--- src/rtl/lpm_pkg.sv ---
package lpm_pkg;
  typedef enum logic [1:0] {
    MODE_SLEEP = 2'd0,
    MODE_RET_S = 2'd1,
    MODE_RET_L = 2'd2
  } lp_mode_e;

  typedef enum logic [2:0] {
    ST_IDLE = 3'd0,
    ST_W2   = 3'd1,
    ST_W3   = 3'd2,
    ST_W4   = 3'd3,
    ST_W5   = 3'd4,
    ST_KEY  = 3'd5
  } seq_st_e;

  function automatic logic is_partial(lp_mode_e m);
    return (m == MODE_RET_S) || (m == MODE_RET_L);
  endfunction
endpackage

--- src/rtl/lpm_key_decode.sv ---
module lpm_key_decode
  import lpm_pkg::*;
#(
  parameter int ADDR_W = 21
) (
  input  logic [ADDR_W-1:0] key_i,
  output logic              key_ok_o,
  output lp_mode_e          key_mode_o
);
  localparam int LOW_W = ADDR_W - 2;

  logic          low_ones;
  logic [1:0]    sel;

  assign low_ones = &key_i[LOW_W-1:0];
  assign sel      = key_i[ADDR_W-1:ADDR_W-2];

  always_comb begin
    key_ok_o   = low_ones;
    key_mode_o = MODE_SLEEP;
    unique case (sel)
      2'b11:   key_mode_o = MODE_SLEEP;
      2'b10:   key_mode_o = MODE_RET_S;
      2'b01:   key_mode_o = MODE_RET_L;
      default: key_ok_o   = 1'b0;
    endcase
  end

  always_comb begin
    a_ok_low_ones_r9 : assert (!key_ok_o || low_ones);
  end
endmodule

--- src/rtl/lpm_retain_qual.sv ---
module lpm_retain_qual
  import lpm_pkg::*;
#(
  parameter int ADDR_W = 21
) (
  input  logic              clk_i,
  input  logic              rst_ni,
  input  lp_mode_e          mode_i,
  input  logic [ADDR_W-1:0] addr_i,
  output logic              keep_o
);
  // small range = 2^(ADDR_W-3) words, large range = 2^(ADDR_W-2) words
  localparam int S_TOP = 3;
  localparam int L_TOP = 2;

  logic in_small, in_large;

  assign in_small = (addr_i[ADDR_W-1 -: S_TOP] == '0);
  assign in_large = (addr_i[ADDR_W-1 -: L_TOP] == '0);

  always_comb begin
    unique case (mode_i)
      MODE_RET_S: keep_o = in_small;
      MODE_RET_L: keep_o = in_large;
      default:    keep_o = 1'b0;
    endcase
  end

  p_sleep_keeps_none_r11 : assert property (@(posedge clk_i) disable iff (!rst_ni)
    (mode_i == MODE_SLEEP) |-> !keep_o);
  p_small_in_large_r11 : assert property (@(posedge clk_i) disable iff (!rst_ni)
    (mode_i == MODE_RET_L && in_small) |-> keep_o);
endmodule

--- src/rtl/lpm_seq_fsm.sv ---
module lpm_seq_fsm
  import lpm_pkg::*;
#(
  parameter int ADDR_W = 21,
  parameter int DATA_W = 16
) (
  input  logic              clk_i,
  input  logic              rst_ni,
  input  logic              acc_valid_i,
  input  logic              acc_write_i,
  input  logic [ADDR_W-1:0] acc_addr_i,
  input  logic [1:0]        acc_be_n_i,
  input  logic [DATA_W-1:0] acc_wdata_i,
  input  logic [DATA_W-1:0] acc_rdata_i,
  input  logic              key_ok_i,
  input  lp_mode_e          key_mode_i,
  output logic              wr_en_o,
  output logic [DATA_W-1:0] wr_data_o,
  output logic              wr_undef_o,
  output lp_mode_e          mode_o,
  output logic              key_err_o,
  output logic              lost_o
);
  seq_st_e           st_q, st_d;
  lp_mode_e          mode_q, mode_d;
  logic [DATA_W-1:0] rda_q, rda_d;
  logic              err_d, lost_d;
  logic              live, top_addr, top_rd, top_wr;

  assign live     = acc_valid_i && (acc_be_n_i != 2'b11);
  assign top_addr = &acc_addr_i;
  assign top_rd   = live && !acc_write_i && top_addr;
  assign top_wr   = live && acc_write_i && top_addr;

  always_comb begin
    st_d       = st_q;
    rda_d      = rda_q;
    mode_d     = mode_q;
    err_d      = 1'b0;
    lost_d     = 1'b0;
    wr_en_o    = live && acc_write_i;
    wr_data_o  = acc_wdata_i;
    wr_undef_o = 1'b0;
    if (live) begin
      unique case (st_q)
        ST_IDLE: begin
          if (top_rd) begin
            st_d  = ST_W2;
            rda_d = acc_rdata_i;
          end
        end
        ST_W2, ST_W3: begin
          if (top_wr) begin
            st_d      = (st_q == ST_W2) ? ST_W3 : ST_W4;
            wr_data_o = rda_q;  // keep top word intact
          end else begin
            st_d  = top_rd ? ST_W2 : ST_IDLE;
            rda_d = top_rd ? acc_rdata_i : rda_q;
          end
        end
        ST_W4, ST_W5: begin
          if (top_wr) begin
            st_d    = (st_q == ST_W4) ? ST_W5 : ST_KEY;
            wr_en_o = 1'b0;
          end else if (acc_write_i) begin
            st_d       = ST_IDLE;
            wr_en_o    = 1'b0;
            wr_undef_o = 1'b1;
          end else begin
            st_d  = top_rd ? ST_W2 : ST_IDLE;
            rda_d = top_rd ? acc_rdata_i : rda_q;
          end
        end
        ST_KEY: begin
          st_d = ST_IDLE;
          if (!acc_write_i) begin
            if (key_ok_i) begin
              mode_d = key_mode_i;
              lost_d = is_partial(mode_q) && is_partial(key_mode_i) &&
                       (mode_q != key_mode_i);
            end else begin
              err_d = 1'b1;
            end
          end
        end
        default: st_d = ST_IDLE;
      endcase
    end
  end

  always_ff @(posedge clk_i or negedge rst_ni) begin
    if (!rst_ni) begin
      st_q      <= ST_IDLE;
      mode_q    <= MODE_SLEEP;
      rda_q     <= '0;
      key_err_o <= 1'b0;
      lost_o    <= 1'b0;
    end else begin
      st_q      <= st_d;
      mode_q    <= mode_d;
      rda_q     <= rda_d;
      key_err_o <= err_d;
      lost_o    <= lost_d;
    end
  end

  assign mode_o = mode_q;

  p_mode_legal_r2 : assert property (@(posedge clk_i) disable iff (!rst_ni)
    mode_q != 2'd3);
  p_wr_excl_r6 : assert property (@(posedge clk_i) disable iff (!rst_ni)
    !(wr_en_o && wr_undef_o));
  p_read_no_write_r12 : assert property (@(posedge clk_i) disable iff (!rst_ni)
    (acc_valid_i && !acc_write_i) |-> (!wr_en_o && !wr_undef_o));
  p_strobe_ignored_r8 : assert property (@(posedge clk_i) disable iff (!rst_ni)
    (acc_valid_i && acc_be_n_i == 2'b11) |=> ($stable(st_q) && !key_err_o && !lost_o));
  p_err_holds_mode_r9 : assert property (@(posedge clk_i) disable iff (!rst_ni)
    key_err_o |-> (mode_q == $past(mode_q)));
  p_lost_partial_r10 : assert property (@(posedge clk_i) disable iff (!rst_ni)
    lost_o |-> (is_partial(mode_q) && is_partial(lp_mode_e'($past(mode_q))) &&
                mode_q != $past(mode_q)));
  p_no_err_and_lost_r10 : assert property (@(posedge clk_i) disable iff (!rst_ni)
    !(key_err_o && lost_o));
endmodule

--- src/rtl/lpm_unlock_detect.sv ---
module lpm_unlock_detect
  import lpm_pkg::*;
#(
  parameter int ADDR_W = 21,
  parameter int DATA_W = 16
) (
  input  logic              clk_i,
  input  logic              rst_ni,
  input  logic              acc_valid_i,
  input  logic              acc_write_i,
  input  logic [ADDR_W-1:0] acc_addr_i,
  input  logic [1:0]        acc_be_n_i,
  input  logic [DATA_W-1:0] acc_wdata_i,
  input  logic [DATA_W-1:0] acc_rdata_i,
  input  logic [ADDR_W-1:0] qry_addr_i,
  output logic              wr_en_o,
  output logic [DATA_W-1:0] wr_data_o,
  output logic              wr_undef_o,
  output logic [1:0]        mode_o,
  output logic              key_err_o,
  output logic              lost_o,
  output logic              qry_keep_o
);
  logic     key_ok;
  lp_mode_e key_mode, mode;

  lpm_key_decode #(.ADDR_W(ADDR_W)) u_key (
    .key_i      (acc_addr_i),
    .key_ok_o   (key_ok),
    .key_mode_o (key_mode)
  );

  lpm_seq_fsm #(.ADDR_W(ADDR_W), .DATA_W(DATA_W)) u_fsm (
    .clk_i       (clk_i),
    .rst_ni      (rst_ni),
    .acc_valid_i (acc_valid_i),
    .acc_write_i (acc_write_i),
    .acc_addr_i  (acc_addr_i),
    .acc_be_n_i  (acc_be_n_i),
    .acc_wdata_i (acc_wdata_i),
    .acc_rdata_i (acc_rdata_i),
    .key_ok_i    (key_ok),
    .key_mode_i  (key_mode),
    .wr_en_o     (wr_en_o),
    .wr_data_o   (wr_data_o),
    .wr_undef_o  (wr_undef_o),
    .mode_o      (mode),
    .key_err_o   (key_err_o),
    .lost_o      (lost_o)
  );

  lpm_retain_qual #(.ADDR_W(ADDR_W)) u_qual (
    .clk_i  (clk_i),
    .rst_ni (rst_ni),
    .mode_i (mode),
    .addr_i (qry_addr_i),
    .keep_o (qry_keep_o)
  );

  assign mode_o = mode;
endmodule

--- config.mk ---
export PLATFORM = sky130hd
export DESIGN_NAME = lpm_unlock_detect
export DESIGN_NICKNAME = d
export VERILOG_FILES = /design/src/rtl/lpm_pkg.sv /design/src/rtl/lpm_key_decode.sv /design/src/rtl/lpm_retain_qual.sv /design/src/rtl/lpm_seq_fsm.sv /design/src/rtl/lpm_unlock_detect.sv
export SDC_FILE = /design/constraint.sdc
export NUM_CORES = 1
export LEC_CHECK = 0
export CAP_MARGIN = 20
export CELL_PAD_IN_SITES_DETAIL_PLACEMENT = 0
export CELL_PAD_IN_SITES_GLOBAL_PLACEMENT = 1
export CORE_MARGIN = 2
export CORE_UTILIZATION = 45
export DETAILED_ROUTE_END_ITERATION = 10
export DONT_BUFFER_PORTS = 1
export PLACE_DENSITY = 0.77
export SYNTH_ARGS = -nofsm -noshare
export SYNTH_HDL_FRONTEND = slang
export SYNTH_SLANG_ARGS = --single-unit
--- constraint.sdc ---
create_clock -name clk_i -period 2.39 [get_ports clk_i]
set_input_delay 0.3585 -clock clk_i [delete_from_list [all_inputs] [get_ports clk_i]]
set_output_delay 0.3585 -clock clk_i [all_outputs]
set_load 0.02 [all_outputs]
**Yosys cells after proc, flatten, opt, wreduce, memory -nomap -nowiden**

Index checks and enable logic that the tools add are counted.

- Logic and storage cells: 81
- Bits in read-only memories: 0
- Output and inout bits: 23
- Bits of input ports: 80
- Bits in latches: 0
- Register bits after elaboration: 23
- Memories: 0
- RAM bits: 0

- Bitwise operators: 1
- Multiplexer cells: 35
- Div/mod/pow operators: 0
- Eq/ne operators: 18
- Add/subtract/negate cells: 0
- Reduce and logical (&&, ||, !) cells: 22
- Magnitude comparators: 0
- Shift-type cells: 0
- $mul: 0

Operators by type and width:

| kind | count |
|---|---|
| two-way mux 16 bit | 7 |
| one-hot mux 16 bit (3 select lines) | 1 |
| AND reduction 21 bit | 1 |
| two-way mux 1 bit | 20 |
| AND reduction 19 bit | 1 |
| two-way mux 3 bit | 4 |
| one-hot mux 3 bit (3 select lines) | 1 |
| equality test 2 bit (second input constant) | 4 |
| != test 2 bit (second input constant) | 4 |
| logical AND 1 bit | 7 |
| equality test 2 x 1 -> 1 bit (second input constant) | 3 |
| equality test 3 x 2 -> 1 bit (second input constant) | 2 |
| equality test 3 bit (second input constant) | 2 |
| logical NOT 3 bit | 2 |
| AND reduction 5 bit | 1 |
| one-hot mux 2 bit (2 select lines) | 1 |
| AND reduction 4 bit | 1 |
| OR reduction 2 bit | 2 |
| equality test 3 x 1 -> 1 bit (second input constant) | 1 |
| nonzero test 3 bit | 1 |
| OR reduction 3 bit | 1 |
| logical NOT 2 bit | 1 |
| logical OR 1 bit | 2 |
| != test 2 x 1 -> 1 bit (second input constant) | 1 |
| other kinds (5) | 5 |

**Logic depth before layout (Yosys ltp)**

- Word-level depth: 10
- Depth in mapped cells: 5
- Gate-level depth less buffers: 5

**Cells and area by module**

A second synthesis with hierarchy kept.

- Cell total of the unflattened synthesis: 123
- Area total of the unflattened synthesis: 1440.1 um^2

Modules (own cells, without submodules):

| module | cells an instance | seq. area each (um^2) | area an instance (um^2) | instances |
|---|---|---|---|---|
| lpm_seq_fsm | 106 | 575.6 | 1320.0 | 1 |
| lpm_key_decode | 10 | 0.0 | 63.8 | 1 |
| lpm_retain_qual | 7 | 0.0 | 56.3 | 1 |

**Worst setup path before layout**

Ideal clock, no wire load.

- Kind: input to output
- Start point: input acc_addr_i[7]
- End point: output wr_data_o[7]
- Required time: 2032 ps
- Buffers on the path: 1
- Data arrival time: 1644 ps
- Path slack: 388 ps
- Stages on the path: 5
- Path through: nand4_1 > nor4_4 > nand4_4 > buf_6 > mux2_4

- Longest elaborated chain between the ends: 5

Ends and longest elaborated chain:

| element | line | text |
|---|---|---|
| start: declaration | lpm_unlock_detect.sv:11 | `input logic [ADDR_W-1:0] acc_addr_i,` |
| AND reduction 21 bit | lpm_seq_fsm.sv:31 | `assign top_addr = &acc_addr_i;` |
| logical AND 1 bit | lpm_seq_fsm.sv:33 | `assign top_wr = live && acc_write_i && top_addr;` |
| two-way mux 16 bit | lpm_seq_fsm.sv:53 | `if (top_wr) begin` |
| two-way mux 16 bit | lpm_seq_fsm.sv:45 | `unique case (st_q)` |
| two-way mux 16 bit | lpm_seq_fsm.sv:44 | `if (live) begin` |
| end: declaration | lpm_unlock_detect.sv:17 | `output logic [DATA_W-1:0] wr_data_o,` |

Every way passes these cells.

**Final worst setup path**

- Start point: register u_fsm.st_q[2]
- End point: output wr_data_o[11]

- Longest elaborated chain between the ends: 4
- Elaborated cells on any way between the ends: 5
- Classes of those cells: eq/ne (2); mux (2); reduce/logical (1)

Ends and longest elaborated chain:

| element | line | text |
|---|---|---|
| start: declaration | lpm_seq_fsm.sv:24 | `seq_st_e st_q, st_d;` |
| start signal: assignment | lpm_seq_fsm.sv:99 | `st_q <= st_d;` |
| equality test 3 x 2 -> 1 bit / equality test 3 x 1 -> 1 bit (equally long branches) | lpm_seq_fsm.sv:45 |  |
| OR reduction 2 bit (*) | lpm_seq_fsm.sv:45 |  |
| two-way mux 16 bit (*) | lpm_seq_fsm.sv:45 |  |
| two-way mux 16 bit (*) | lpm_seq_fsm.sv:44 |  |

Mark *: on every way between the ends. The rest lies on a longest branch, timed or not.

==> impl_metrics.json <==
{
  "drt_first_iter_violations": 14,
  "final_common_cell": "dfrtp_1",
  "hold_ws_ps": 197,
  "wl_um": 2800,
  "crit_type": "flop to output pin",
  "cts_resized": 0,
  "antennaDiodeCount": 0,
  "postSynthCellCount": 121,
  "clock_path_buffers": 2,
  "min_period_ps": 2160,
  "cts_tree": "done",
  "drv_cap": 0,
  "grt_max_degree": 24,
  "startpoint_type": "flop",
  "cp-end-kind": "output pin",
  "synth-seq-area-share_pct": 39.4,
  "core_area_mm2": 0.00308,
  "status": "finished, final reports clean",
  "io_pins": 103,
  "ys.flop_type": "dfrtp_1",
  "cts_buffers": 3,
  "period_share_pct": 90.5,
  "clock_skew_ps": 2.20,
  "insertion_delay_ps": 300,
  "yosys.area.top_type_share_pct": 39.4,
  "std_cell_rows": 20,
  "routedWlPerCell_um": 16.2,
  "drt.antenna.violating_nets": 0,
  "final_cell_mix": "dfrtp_1, mux2_2, mux2_4",
  "fmax_ghz": 0.462,
  "grt_usage_pct": 14.0,
  "r2r_slack_ps": 680,
  "path_clk_slew_ps": 120,
  "clock_sinks": 23,
  "setup-tns-final_ps": 0,
  "critPathMaxFanout": 16,
  "netlist_top_cells_area": "dfrtp_1, mux2_2, mux2_4, ha_1, nor2_1",
  "hold_viol": 0,
  "die_area_mm2": 0.00372,
  "slew_headroom_pct": 68.4,
  "hp-class": "input port to flop",
  "area_growth_pct": 8.73,
  "start_util_pct": 47.5,
  "cts_max_level": 1,
  "vias_per_cell": 5.62,
  "tightest_slew_ps": 470,
  "setup_viol": 0,
  "cp-startpoint": "u_fsm.st_q[2]",
  "grt_pass1_wl_um": 3890,
  "port_buffers": 0,
  "ys_warn_count": 0,
  "hpwl_um": 2230,
  "drt_pre_antenna_iters": 3,
  "gp_congestion": 0.773,
  "route.detailed.drc": 0,
  "ys_seq_elements": 23,
  "first_global_vias": 903,
  "dieHeight_um": 61.0,
  "reg2reg_from": "u_fsm.st_q[0]",
  "report.final.slew_viol_count": 0,
  "synth-async-reset-ratio_pct": 100,
  "grt-ovfl-total": 0,
  "worstReg2RegEnd": "u_fsm.mode_o[0]",
  "fillers": 296,
  "yosysTopAreaCell": "dfrtp_1",
  "synth_fp_nets": 206,
  "vias": 973,
  "synth.distinct_cells": 32,
  "grt_antenna_before_repair": 0,
  "p_leak_uw": 0.000792,
  "synth_area_mm2": 0.00146,
  "required_ps": 2030,
  "die_w_um": 61.0,
  "fin_nets": 215,
  "syn_area_per_cell_um2": 12.1,
  "min_to": "u_fsm.st_q[2]",
  "reg2reg_depth": 4,
  "hold_start": "acc_write_i",
  "power.density_mw_per_mm2": 399,
  "hold_depth": 2,
  "critPathArrivalTime_ps": 1800,
  "rsz0062_at_grt": "false",
  "cts_root_buf": "clkbuf_4",
  "irDropWorstVdd_v": 0.000163,
  "drive_gt1_share_pct": 38.0,
  "synth_edf_count": 0
}
registers in the layout, indices dropped and copies added, names as in the netlist:
| register | cells |
|---|---|
| u_fsm.rda_q | 16 |
| u_fsm.lost_o | 1 |
| u_fsm.st_q | 3 |
| u_fsm.key_err_o | 1 |
| u_fsm.mode_o | 2 |
critical path, cell delays in order (launching register included):
cell	delay, ps
dfrtp_1	460
nor2b_1	360
nand4_4	140
buf_12	190
mux2_2	340
per-layer routing:
layer,wire [um],vias up,part of all wire [%],track usage [%]
met1,1090,484,39,15.8
met3,130,2,4.6,1.49
li1,-,457,-,-
met2,1550,30,55,27.3
met5,0,-,0,0
met4,25,0,0.89,3.73
worst max path at each step:
stage / depth (start not counted) / end
after global routing: 4 / wr_data_o[11]
after floorplan: 5 / wr_data_o[7]
after global placement: 4 / wr_data_o[11]
after detailed placement: 4 / wr_data_o[11]
final: 4 / wr_data_o[11]
after CTS: 3 / wr_data_o[11]
stage by stage:
step                      power (uW)  cell area (um2)  utilization, %  std cells  setup WS (ps)
final                            634             1590            51.6        173            227
after global routing             661             1590            51.6        173            129
after detailed placement         457             1520            49.3        166            332
after global placement           456             1520            49.3        166            364
after CTS                        642             1550            50.5        171           66.8
after floorplan                  451             1460               -        121            388
synthesized netlist by cell type, types with 3 or more instances:
library cell	instances
nand2_1	4
nor2_1	8
inv_1	7
dfrtp_1	23
mux2_4	13
ha_1	5
nand3_1	3
nand4_1	4
o21ai_0	4
mux2_2	21
cell families after synthesis:
kind of cell | after synthesis | synth area share (%)
xor+xnor | 3 | 1.80
buf+inv | 9 | 3.34
simple gates | 34 | 15.8
mux | 34 | 29.5
flops | 23 | 39.4
compound gates | 13 | 5.91
fa+ha+maj | 5 | 4.28
final cells by class:
class                      instances  area [um2]  share of cell area (%)
clock inverter                     1        5.00                   0.315
sequential                        23         576                    36.2
clock buffer                       3        22.5                    1.42
timing repair buffer               6        67.6                    4.25
inverter                           7        26.3                    1.65
multi-input combinational         89         837                    52.7
tap                               44        55.1                    3.46
timing repair:
item	CTS	global route
setup buffers	0	1
hold buffers	1	0
setup endpoints to repair	0	16
endpoints found under the hold margin	23	0
report_power, final:
group / internal, uW / switching, uW / total (uW)
Clock: 62.2 / 111 / 173
Sequential: 389 / 0.000790 / 389
Combinational: 25.3 / 46.0 / 71.3
Power figures use the tool's default switching activity.
